### config.mk
export PLATFORM = sky130hd
export DESIGN_NAME = ow_master
export DESIGN_NICKNAME = d
export VERILOG_FILES = /design/src/rtl/ow_pkg.sv /design/src/rtl/ow_sync.sv /design/src/rtl/ow_us_cnt.sv /design/src/rtl/ow_seq.sv /design/src/rtl/ow_master.sv
export SDC_FILE = /design/constraint.sdc
export NUM_CORES = 1
export LEC_CHECK = 0
export ABC_AREA = 1
export BUFFER_PORTS_ARGS = -buffer_cell sky130_fd_sc_hd__buf_2
export CAP_MARGIN = 20
export CORE_ASPECT_RATIO = 0.7
export CORE_MARGIN = 3
export CORE_UTILIZATION = 53
export DETAILED_ROUTE_END_ITERATION = 10
export PLACE_DENSITY_LB_ADDON = 0.1
export SYNTH_ARGS = -nofsm -noshare
export SYNTH_HDL_FRONTEND = slang
export SYNTH_SLANG_ARGS = --single-unit
### constraint.sdc
create_clock -name clk -period 1.79 [get_ports clk]
set_clock_uncertainty 0.05 [all_clocks]
set_input_delay 0.2685 -clock clk [delete_from_list [all_inputs] [get_ports clk]]
set_output_delay 0.2685 -clock clk [all_outputs]
set_load 0.05 [all_outputs]
### src/rtl/ow_pkg.sv
package ow_pkg;
  typedef enum logic [1:0] {
    OP_RESET = 2'b00,
    OP_WR1   = 2'b01,
    OP_WR0   = 2'b10,
    OP_READ  = 2'b11
  } ow_op_e;

  typedef enum logic [2:0] {
    ST_IDLE,
    ST_DRIVE,
    ST_RISE,
    ST_LISTEN,
    ST_SLOT
  } ow_state_e;
endpackage

### src/rtl/ow_sync.sv
module ow_sync #(
  parameter int STAGES = 2
) (
  input  logic clk,
  input  logic rst_n,
  input  logic d,
  output logic q
);
  logic [STAGES-1:0] sh;

  generate
    for (genvar g = 0; g < STAGES; g++) begin : g_stage
      if (g == 0) begin : g_first
        always_ff @(posedge clk) begin
          if (!rst_n) sh[0] <= 1'b1;
          else        sh[0] <= d;
        end
      end else begin : g_next
        always_ff @(posedge clk) begin
          if (!rst_n) sh[g] <= 1'b1;
          else        sh[g] <= sh[g-1];
        end
      end
    end
  endgenerate

  assign q = sh[STAGES-1];
endmodule

### src/rtl/ow_us_cnt.sv
module ow_us_cnt #(
  parameter int CW = 10
) (
  input  logic          clk,
  input  logic          rst_n,
  input  logic          clr,
  input  logic          tick,
  output logic [CW-1:0] cnt
);
  always_ff @(posedge clk) begin
    if (!rst_n)     cnt <= '0;
    else if (clr)   cnt <= '0;
    else if (tick)  cnt <= cnt + 1'b1;
  end
endmodule

### src/rtl/ow_seq.sv
module ow_seq
  import ow_pkg::*;
#(
  parameter int RST_LOW_US = 500,
  parameter int RST_CAP_US = 960,
  parameter int PRES_AT_US = 70,
  parameter int RX_US      = 480,
  parameter int SLOT_US    = 70,
  parameter int W0_LOW_US  = 60,
  parameter int W1_LOW_US  = 6,
  parameter int RD_LOW_US  = 6,
  parameter int RD_AT_US   = 15,
  parameter int CW         = 10
) (
  input  logic          clk,
  input  logic          rst_n,
  input  logic          tick,
  input  logic          start,
  input  logic [1:0]    op,
  input  logic          line_s,
  input  logic [CW-1:0] cnt,
  output logic          cnt_clr,
  output logic          busy,
  output logic          done,
  output logic          presence,
  output logic          rd_bit,
  output logic          line_pull
);
  localparam logic [CW-1:0] L_RST  = CW'(RST_LOW_US - 1);
  localparam logic [CW-1:0] L_CAP  = CW'(RST_CAP_US - 1);
  localparam logic [CW-1:0] L_PRES = CW'(PRES_AT_US - 1);
  localparam logic [CW-1:0] L_RX   = CW'(RX_US - 1);
  localparam logic [CW-1:0] L_SLOT = CW'(SLOT_US - 1);
  localparam logic [CW-1:0] L_W0   = CW'(W0_LOW_US - 1);
  localparam logic [CW-1:0] L_W1   = CW'(W1_LOW_US - 1);
  localparam logic [CW-1:0] L_RDL  = CW'(RD_LOW_US - 1);
  localparam logic [CW-1:0] L_RDS  = CW'(RD_AT_US - 1);

  ow_state_e     state;
  ow_op_e        op_q;
  logic          samp_q;
  logic [CW-1:0] low_end;
  logic          low_hit, cap_hit, pres_hit, rx_hit, slot_hit, rds_hit;

  always_comb begin
    case (op_q)
      OP_RESET: low_end = L_RST;
      OP_WR0:   low_end = L_W0;
      OP_WR1:   low_end = L_W1;
      default:  low_end = L_RDL;
    endcase
  end

  assign low_hit  = tick && (cnt == low_end);
  assign cap_hit  = tick && (cnt == L_CAP);
  assign pres_hit = tick && (cnt == L_PRES);
  assign rx_hit   = tick && (cnt == L_RX);
  assign slot_hit = tick && (cnt == L_SLOT);
  assign rds_hit  = tick && (cnt == L_RDS);

  // counter restarts while idle and when the receive window opens
  assign cnt_clr = (state == ST_IDLE) || (state == ST_RISE && line_s);

  always_ff @(posedge clk) begin
    if (!rst_n) begin
      state     <= ST_IDLE;
      op_q      <= OP_RESET;
      samp_q    <= 1'b0;
      busy      <= 1'b0;
      done      <= 1'b0;
      presence  <= 1'b0;
      rd_bit    <= 1'b0;
      line_pull <= 1'b0;
    end else begin
      done <= 1'b0;
      case (state)
        ST_IDLE: begin
          if (start) begin
            op_q      <= ow_op_e'(op);
            state     <= ST_DRIVE;
            busy      <= 1'b1;
            line_pull <= 1'b1;
          end
        end
        ST_DRIVE: begin
          if (low_hit) begin
            line_pull <= 1'b0;
            state     <= (op_q == OP_RESET) ? ST_RISE : ST_SLOT;
          end
        end
        ST_RISE: begin
          if (line_s) begin
            state <= ST_LISTEN;
          end else if (cap_hit) begin
            state    <= ST_IDLE;
            busy     <= 1'b0;
            done     <= 1'b1;
            presence <= 1'b0;
          end
        end
        ST_LISTEN: begin
          if (pres_hit) samp_q <= ~line_s;
          if (rx_hit) begin
            state    <= ST_IDLE;
            busy     <= 1'b0;
            done     <= 1'b1;
            presence <= samp_q;
          end
        end
        ST_SLOT: begin
          if (rds_hit) samp_q <= line_s;
          if (slot_hit) begin
            state <= ST_IDLE;
            busy  <= 1'b0;
            done  <= 1'b1;
            if (op_q == OP_READ) rd_bit <= samp_q;
          end
        end
        default: state <= ST_IDLE;
      endcase
    end
  end
endmodule

### src/rtl/ow_master.sv
module ow_master #(
  parameter int RST_LOW_US  = 500,
  parameter int RST_CAP_US  = 960,
  parameter int PRES_AT_US  = 70,
  parameter int RX_US       = 480,
  parameter int SLOT_US     = 70,
  parameter int W0_LOW_US   = 60,
  parameter int W1_LOW_US   = 6,
  parameter int RD_LOW_US   = 6,
  parameter int RD_AT_US    = 15,
  parameter int SYNC_STAGES = 2
) (
  input  logic       clk,
  input  logic       rst_n,
  input  logic       us_tick,
  input  logic       start,
  input  logic [1:0] op,
  output logic       busy,
  output logic       done,
  output logic       presence,
  output logic       rd_bit,
  output logic       line_pull,
  input  logic       line_in
);
  // the cap is the longest interval any single phase counts
  localparam int CW = $clog2(RST_CAP_US + 1);

  logic          line_s;
  logic          cnt_clr;
  logic [CW-1:0] cnt;

  ow_sync #(.STAGES(SYNC_STAGES)) u_sync (
    .clk(clk), .rst_n(rst_n), .d(line_in), .q(line_s)
  );

  ow_us_cnt #(.CW(CW)) u_cnt (
    .clk(clk), .rst_n(rst_n), .clr(cnt_clr), .tick(us_tick), .cnt(cnt)
  );

  ow_seq #(
    .RST_LOW_US(RST_LOW_US), .RST_CAP_US(RST_CAP_US), .PRES_AT_US(PRES_AT_US),
    .RX_US(RX_US), .SLOT_US(SLOT_US), .W0_LOW_US(W0_LOW_US),
    .W1_LOW_US(W1_LOW_US), .RD_LOW_US(RD_LOW_US), .RD_AT_US(RD_AT_US),
    .CW(CW)
  ) u_seq (
    .clk(clk), .rst_n(rst_n), .tick(us_tick), .start(start), .op(op),
    .line_s(line_s), .cnt(cnt), .cnt_clr(cnt_clr), .busy(busy), .done(done),
    .presence(presence), .rd_bit(rd_bit), .line_pull(line_pull)
  );
endmodule

==> qor.yml, run 1 <==
dp_slack_ns: 0.154
drc: 0
synth_fa_ha_area_share_pct: 2.66
relSlewSlack_pct: 79.7
routed_via_density: 5.18
cts_tree: "built"
cp_top_family: "simple AND/OR/NAND/NOR gates"
fin_crit_ns: 1.64
synth-compound-area-share_pct: 9.92
rsz0062_at_grt: "no"
grt-ovfl-total: 0
cp_common_cell: "nand2_2"
fin_nets: 236
cts.clk_slew.worst_paths_ns: 0.08
finalHoldViolations: 0
netlist.area_leader.share_pct: 32.6
grt_pass1_vias: 1267
setup.worst_path.start_class: "register"
cp-end-kind: "register"
crit_type: "reg2reg"
synthSimpleGateAreaFrac_pct: 41.7
cts_made_buffers: 3
regToRegSetupSlack_ns: 0.15
via_count: 1331
grt_usage_pct: 21.2
postCtsHoldBufs: 0
netlist_area_um2: 1410
h-tree-depth: 1
antenna_found_initial: 0
yosysMostFrequentCell: "nand2_1"
fillCellCount: 215
clk_latency_ns: 0.27
drt_iter0_drc: 81
synthMuxAreaShare_pct: 0
synth_cells: 212
drive_gt1_share_pct: 17.8
max_stage_delay_ns: 0.37
place_congestion: 0.908
ys_seq_elements: 23
hold_class: "in2reg"
core_um2: 2330
cp_num_buf_inv: 2
clock_path_buffers: 2
place_inst: 253
num_rows: 14
synth_top_family_by_area: "simple AND/OR/NAND/NOR gates"
cts_setup_buffers: 0
worstPathRequired_ns: 1.92
fin_cells: 257
die_area_um2: 3330
async_flop_share_pct: 0
synth_ff_type: "dfxtp_1"
crit_arrival_ns: 1.77
synth.distinct_cells: 26
yosysSeqAreaShare_pct: 32.6
power_mw: 1.86
ant_nets: 0
synth.largest_area_cell: "dfxtp_1"
setup_viol: 0
power_leakage_nw: 0.678
clock-sinks: 23
synth_xor_area_share_pct: 2.48
crit_slowest_cell: "dfxtp_1"
timing.setup.tns_ns: 0
diodes: 0
peakVddDrop_v: 0.000755
crit_fanout: 6
drtPass1Iterations: 4
grt_max_degree: 13
drv_cap: 0
grt_first_pass_wirelength_mm: 5.44
p_per_area_nw_per_um2: 1210
synth_common_cells: "46 x nand2_1, 33 x inv_1, 28 x nor2_1"
syn_avg_cell_area_um2: 6.66
ioPinCount: 12
wl_per_cell_um: 12.5
yosys-top-cells-area: "dfxtp_1 33%, nand2_1 12%, inv_1 8.8%"
status: "complete, no violations"
tightestPinTransition_ns: 0.304
cts_resized: 0
regArea_um2: 460
drt_wl_total_mm: 3.21
area_growth_pct: 8.59
multi_input_area_um2: 802
fin_ws_ns: 0.150
maxSlewViolCount: 0
chipWidth_um: 67.7
max_freq_ghz: 0.610
initial_core_util_pct: 60.6
ys_warn_count: 0
path_cells: "inv_1, nand2_2, nor2_1, nand2_2, nand2_1, nor2_2, inv_2, nor3b_1"
port_buffers: 11
place_hpwl_mm: 2.53
die_h_um: 49.2
ctsRootBufferMaster: "clkbuf_8"
fin_crit_sh_pct: 91.6
synth_nets: 222
synth_edf_count: 0
cell usage in the layout, fill, tap and decap left out, drive strengths merged:
cell,count
ha,3
nor3,3
nand3b,1
nor2,37
nor3b,1
clkbuf,4
inv,35
a21oi,14
nand4,9
o21ai,8
xor2,4
a211oi,1
dfxtp,23
nand2,53
nand3,12
or2,3
a21boi,1
o21a,2
buf,11
state kept, by name, summed over array words and instances, names as in the netlist:
signal           cells
u_seq.busy           1
u_seq.state          3
u_seq.samp_q         1
u_sync.sh            1
u_sync.q             1
u_seq.op_q           2
u_seq.done           1
u_seq.presence       1
u_cnt.cnt           10
u_seq.line_pull      1
u_seq.rd_bit         1
where the power goes:
group	total, mW	switching [mW]	internal, mW
Sequential	0.651	0.0639	0.587
Clock	0.328	0.169	0.159
Combinational	0.885	0.614	0.271
Total	1.86	0.846	1.02
stage by stage:
| stage | util [%] | instance area, um2 | hold WS, ns |
|---|---|---|---|
| 2_1_floorplan | - | 1410 | 0.325 |
| 3_3_place_gp | 63.9 | 1490 | 0.348 |
| 3_5_place_dp | 63.9 | 1490 | 0.351 |
| 4_1_cts | 65.8 | 1530 | 0.132 |
| 5_1_grt | 65.8 | 1530 | 0.134 |
| 6_report | 65.8 | 1530 | 0.133 |
routing by layer:
metal | part of all wire [%] | wire length, um | vias to the layer above | global-route usage (%)
met5 | 0 | 0 | - | 0
met4 | 0.72 | 23 | 0 | 6.06
met3 | 9.4 | 300 | 5 | 6.22
met2 | 41 | 1320 | 55 | 29.2
met1 | 49 | 1570 | 574 | 31.1
li1 | - | - | 697 | -
cell type report:
type / count / area share, %
Tap cell: 32 / 2.61
Inverter: 35 / 8.56
Multi-Input combinational cell: 152 / 52.3
Sequential cell: 23 / 30.0
Timing Repair Buffer: 11 / 3.59
Clock buffer: 4 / 2.94
logic make-up (layout without fill, tap and decap cells):
logic type | Yosys count | in the layout
AOI/OAI and AO/OA | 26 | 26
xor gates and xnor gates | 4 | 4
adders and majority gates | 3 | 3
buffers and inverters | 37 | 50
DFF | 23 | 23
and+or+nand+nor | 119 | 119
path summary, 6_finish.rpt:
check / from / endpoint / depth (start not counted)
hold reg to reg: u_sync.sh[0] / u_sync.q / 1
setup / recovery: u_seq.state[2] / u_cnt.cnt[5] / 8
setup reg to reg: u_seq.state[2] / u_cnt.cnt[5] / 8
hold / removal: line_in / u_sync.sh[0] / 2
No activity file was read; power rests on OpenSTA's default activity.
==> run 2: changes to the inputs <==
Settings changed: CORE_UTILIZATION 53 to 58, CTS_CLUSTER_DIAMETER set to 60, SKIP_LAST_GASP set to 1.
==> run 2 against run 1 <==
Against the previous run:
- sequential power is 0.6% higher
- clock power is 25% lower
- register-to-register slack better by 0.03 ns
- die area is 7.7% lower
- core utilization is 2.6 points higher
- largest cell class unchanged
- highest routed layer unchanged
- first-iteration DRC count is 52% higher
==> qor.yml, run 2 (same netlist as run 1, synthesis figures left out) <==
h-tree-depth: 1  # unchanged
rsz0062_at_grt: "no"
relSlewSlack_pct: 78.1  # -1.6 points
worstPathRequired_ns: 1.96  # +0.04 ns
ant_nets: 0  # unchanged
grt_util_met3_pct: 5.50  # -0.72 points
drc: 0  # unchanged
power_leakage_nw: 0.672  # -0.98%
clock-sinks: 23  # unchanged
r2r-start: "u_cnt.cnt[0]"
fin_nets: 236  # unchanged
maxSlewViolCount: 0  # unchanged
grt_max_degree: 13  # unchanged
cts_resized: 0  # unchanged
routed_via_density: 5.36  # +3.5%
antenna_found_initial: 0  # unchanged
diodes: 0  # unchanged
reg2reg_to: "u_seq.busy"
ff2ff_path_depth: 10  # +2
timing.setup.tns_ns: 0  # unchanged
area_growth_pct: 7.79
hold_path_end: "u_sync.sh[0]"
regMostFlops: "u_cnt.cnt"
initial_core_util_pct: 63.5  # +2.9 points
cts_tree: "built"
crit_fanout: 4  # -2
drt_wl_total_mm: 3.13  # -2.3%
final_common_cell: "nand2_1"
chipWidth_um: 65.0  # -4.0%
wl_per_cell_um: 12.2  # -2.3%
regToRegSetupSlack_ns: 0.18  # +0.03 ns
hold_class: "in2reg"
grt_pass1_vias: 1123  # -11%
drv_cap: 0  # unchanged
setup.worst_path.start_class: "register"
fin_crit_ns: 1.61  # -0.0334 ns
ctsRootBufferMaster: "clkbuf_4"
p_per_area_nw_per_um2: 1170  # -3.9%
final_cell_mix: "46 x nand2_1, 33 x inv_1, 28 x nor2_1"
drt_iter0_drc: 123  # +52%
via_count: 1377  # +3.5%
port_buffers: 11  # unchanged
clk_latency_ns: 0.31  # +0.04 ns
whs_path_depth: 2  # unchanged
num_rows: 14  # unchanged
drive_gt1_share_pct: 18.7  # +0.89 points
use_met2_pct: 34.8  # +5.5 points
max_freq_ghz: 0.622  # +2.1%
core_um2: 2220  # -4.5%
tightestPinTransition_ns: 0.329  # +0.0246 ns
drtPass1Iterations: 5  # +1
die_h_um: 47.3  # -3.9%
clock_path_buffers: 2  # unchanged
place_hpwl_mm: 2.52  # -0.54%
finalHoldViolations: 0  # unchanged
crit_arrival_ns: 1.78  # about the same
worstHoldStart: "line_in"
fin_crit_sh_pct: 89.8  # -1.9 points
status: "complete, no violations"
cp-end-kind: "register"
grt_first_pass_wirelength_mm: 5.11  # -6.0%
grt-ovfl-total: 0  # unchanged
final_util_pct: 68.4  # +2.6 points
peakVddDrop_v: 0.000943  # +25%
setup_viol: 0  # unchanged
place_congestion: 0.889  # -2.1%
cts_made_buffers: 3  # unchanged
grt_busiest_layer: "met2"
postCtsHoldBufs: 0  # unchanged
crit_type: "reg2reg"
die_area_um2: 3070  # -7.7%
largestRegisters: "u_cnt.cnt: 10 flops, u_seq.state: 3 flops, u_seq.op_q: 2 flops"
cts_setup_buffers: 0  # unchanged
met1_usage_pct: 30.4  # -0.63 points
ioPinCount: 12  # unchanged
cts.clk_slew.worst_paths_ns: 0.13  # +0.05 ns
largest_reg_flops: 10  # unchanged
grt_usage_pct: 21.8  # +0.67 points
==> run 2: cell counts in the layout (fill, tap and decap cells not counted) <==
No cell type changed its count.
==> run 2: stage by stage <==
stage / hold slack (ns) / worst slack [ns] / std cells / power (mW) / area (um2)
2_1_floorplan: 0.325 / 0.354 / 212 / 1.35 / 1410
3_3_place_gp: 0.347 / 0.202 / 253 / 1.49 / 1490
3_5_place_dp: 0.355 / 0.157 / 253 / 1.53 / 1490
4_1_cts: 0.0741 / 0.137 / 257 / 1.77 / 1520
5_1_grt: 0.0609 / 0.0118 / 257 / 1.92 / 1520
6_report: 0.0806 / 0.183 / 257 / 1.78 / 1520
==> run 2: layout make-up <==
type / instances / area, um2
Multi-Input combinational cell: 152 / 807
Tap cell: 32 / 40.0
Inverter: 35 / 131
Fill cell: 208 / 702
Sequential cell: 23 / 463
Timing Repair Buffer: 11 / 55.1
Clock buffer: 4 / 26.3
==> run 2: worst max-delay path: stages (launching register included) <==
cell and delay (ns):
dfxtp_2 0.38, ha_1 0.16, inv_1 0.06, nor2_4 0.15
nand2_1 0.13, nor2_4 0.12, inv_1 0.07, nor2_1 0.14
nand4_1 0.10, nand3b_1 0.10, a21oi_1 0.05
==> run 2: how the worst max path moves through the flow <==
| stage | from | to | slack, ns | depth (start not counted) |
|---|---|---|---|---|
| after floorplan | u_cnt.cnt[0] | u_seq.busy | 0.35 | 10 |
| after global placement | u_cnt.cnt[0] | u_seq.busy | 0.20 | 10 |
| after detailed placement | u_cnt.cnt[1] | u_seq.busy | 0.16 | 10 |
| after CTS | u_cnt.cnt[1] | u_seq.busy | 0.14 | 10 |
| after global routing | u_cnt.cnt[1] | u_seq.busy | 0.01 | 10 |
| final | u_cnt.cnt[0] | u_seq.busy | 0.18 | 10 |
==> run 2: power by group <==
part	internal (mW)	switching (mW)
Combinational	0.270	0.607
Clock	0.0871	0.159
Sequential	0.589	0.0656
Total	0.947	0.832
==> run 2: routing by layer <==
layer	share of wire [%]	wire length, um
met2	42	1320
met3	8.8	277
met5	0	0
met1	49	1530
met4	0.41	13
==> run 3: changes to the inputs <==
Settings changed: CORE_ASPECT_RATIO 0.7 to 1.4.
==> run 3 against run 2 <==
Against the previous run:
- core utilization decreased by 1.6 points
- die area about the same
- final area decreased by 1.1%
- combinational power decreased by 2.7%
- hold slack improved by 0.012 ns
- clock power decreased by 2%
- maximum frequency decreased by 0.58%
- power decreased by 2.1%
- setup slack got worse by 0.0093 ns
- global-route usage decreased by 0.15 points
- register-to-register slack about the same
- critical path type unchanged
- largest cell class unchanged
==> qor.yml, run 3 (same netlist as run 1, synthesis figures left out) <==
core_um2: 2250  # +1.2%
cts_tree: "built"
routed_via_density: 5.37  # +0.19%
regToRegSetupSlack_ns: 0.17  # about the same
via_count: 1326  # -3.7%
hold_class: "in2reg"
ant_nets: 0  # unchanged
wl_per_cell_um: 11.9  # -2.3%
timing.setup.tns_ns: 0  # unchanged
grt_usage_pct: 21.7  # -0.15 points
drc: 0  # unchanged
drt_iter0_drc: 46  # -63%
worstPathRequired_ns: 2.00  # +0.04 ns
multi_input_area_um2: 805  # -0.31%
regArea_um2: 460  # -0.54%
port_buffers: 11  # unchanged
fillCellCount: 218  # +4.8%
diodes: 0  # unchanged
cts_made_buffers: 3  # unchanged
maxSlewViolCount: 0  # unchanged
path_cells: "ha_1, inv_1, nor2_4, nand4_1, nand3_1, nand3_2, nand2_1, inv_1, nor2_1"
ff2ff_path_depth: 9  # -1
regMostFlops: "u_cnt.cnt"
drtPass1Iterations: 4  # -1
grt_pass1_vias: 1325  # +18%
grt-ovfl-total: 0  # unchanged
setup_viol: 0  # unchanged
grt_max_degree: 14  # +1
crit_slowest_cell: "dfxtp_1"
ioPinCount: 12  # unchanged
drv_cap: 0  # unchanged
cp-end-kind: "register"
cts_setup_buffers: 0  # unchanged
final_common_cell: "nand2_1"
power_leakage_nw: 0.673  # +0.18%
place_hpwl_mm: 2.40  # -4.8%
cp_common_cell: "inv_1"
largestRegisters: "u_cnt.cnt: 10 flops, u_seq.state: 3 flops, u_seq.op_q: 2 flops"
cts.clk_slew.worst_paths_ns: 0.13  # about the same
status: "complete, no violations"
grt_first_pass_wirelength_mm: 5.12  # +0.14%
largest_reg_flops: 10  # unchanged
chipWidth_um: 47.7  # -27%
antenna_found_initial: 0  # unchanged
drive_gt1_share_pct: 18.7  # unchanged
holdWs_ns: 0.0924  # +0.0118 ns
reg2reg_to: "u_seq.state[0]"
fin_crit_sh_pct: 90.3  # +0.52 points
setup.worst_path.end: "u_seq.state[0]"
die_area_um2: 3070  # about the same
p_per_area_nw_per_um2: 1160  # -1.1%
power_mw: 1.74  # -2.1%
place_congestion: 0.956  # +7.6%
max_stage_delay_ns: 0.41  # +0.03 ns
drt_wl_total_mm: 2.94  # -6.1%
fin_crit_ns: 1.62  # +0.00930 ns
clk_latency_ns: 0.31  # about the same
clock-sinks: 23  # unchanged
crit_start: "u_cnt.cnt[0]"
final_cell_mix: "46 x nand2_1, 33 x inv_1, 27 x nor2_1"
crit_type: "reg2reg"
initial_core_util_pct: 62.7  # -0.78 points
peakVddDrop_v: 0.000541  # -43%
max_freq_ghz: 0.619  # -0.58%
area_growth_pct: 6.64
die_h_um: 64.4  # +36%
r2r-start: "u_cnt.cnt[0]"
h-tree-depth: 1  # unchanged
clock_path_buffers: 2  # unchanged
rsz0062_at_grt: "no"
crit_fanout: 4  # unchanged
finalHoldViolations: 0  # unchanged
relSlewSlack_pct: 78.6  # +0.55 points
tightestPinTransition_ns: 0.320  # -0.00830 ns
fin_nets: 236  # unchanged
crit_arrival_ns: 1.82  # +0.04 ns
setup.worst_path.start_class: "register"
num_rows: 20  # +6
ctsRootBufferMaster: "clkbuf_4"
-- run 3: changes by cell type in the layout (fill, tap and decap cells not counted), sizes merged --
cell / change
clkbuf: -1
clkinv: +1
-- run 3: worst min-delay path by stage --
stage / cells past startpoint / endpoint / from
floorplan: 1 / u_sync.sh[0] / line_in
global placement: 1 / u_sync.q / u_sync.sh[0]
detailed placement: 1 / u_sync.q / u_sync.sh[0]
CTS: 2 / u_sync.sh[0] / line_in
global route: 2 / u_sync.sh[0] / line_in
finish: 2 / u_sync.sh[0] / line_in
-- run 3: area by class of cell --
| type | count | share of cell area (%) |
|---|---|---|
| Multi-Input combinational cell | 152 | 53.4 |
| Clock inverter | 1 | 0.332 |
| Timing Repair Buffer | 11 | 3.65 |
| Inverter | 35 | 8.72 |
| Sequential cell | 23 | 30.6 |
| Tap cell | 22 | 1.83 |
| Clock buffer | 3 | 1.50 |
-- run 3: worst max-delay path: cells and delay by family (launching register included) --
family                     cells  cell delay (ns)
and+or+nand+nor                6             0.82
adders and majority gates      1             0.19
DFF                            1             0.41
buffers and inverters          2             0.11
-- run 3: report_power, final --
group / switching [mW] / internal, mW / leakage, nW
Sequential: 0.0595 / 0.587 / 0.187
Combinational: 0.581 / 0.273 / 0.468
Clock: 0.156 / 0.0834 / 0.0177
Total: 0.797 / 0.944 / 0.673
-- run 3: what timing repair did --
item | in CTS | in global routing
hold buffers | 0 | 0
endpoints found under the setup margin | 0 | 3
resized for setup | 0 | 1
-- run 3: routing by layer --
layer / part of all wire [%] / wire length, um / vias up / track usage, %
met5: 0 / 0 / - / 0
met1: 42 / 1230 / 603 / 23.6
met2: 55 / 1610 / 19 / 40.6
met4: 1.7 / 51 / 0 / 6.40
li1: - / - / 696 / -
met3: 1.7 / 50 / 8 / 1.97
-- run 3: through the flow --
step                cells  instance area, um2  worst slack [ns]  utilization (%)
floorplan             212                1410             0.354                -
global route          247                1510           0.00216             66.9
detailed placement    243                1480             0.201             65.6
finish                247                1510             0.174             66.9
global placement      243                1480             0.198             65.6
CTS                   247                1500             0.168             66.8
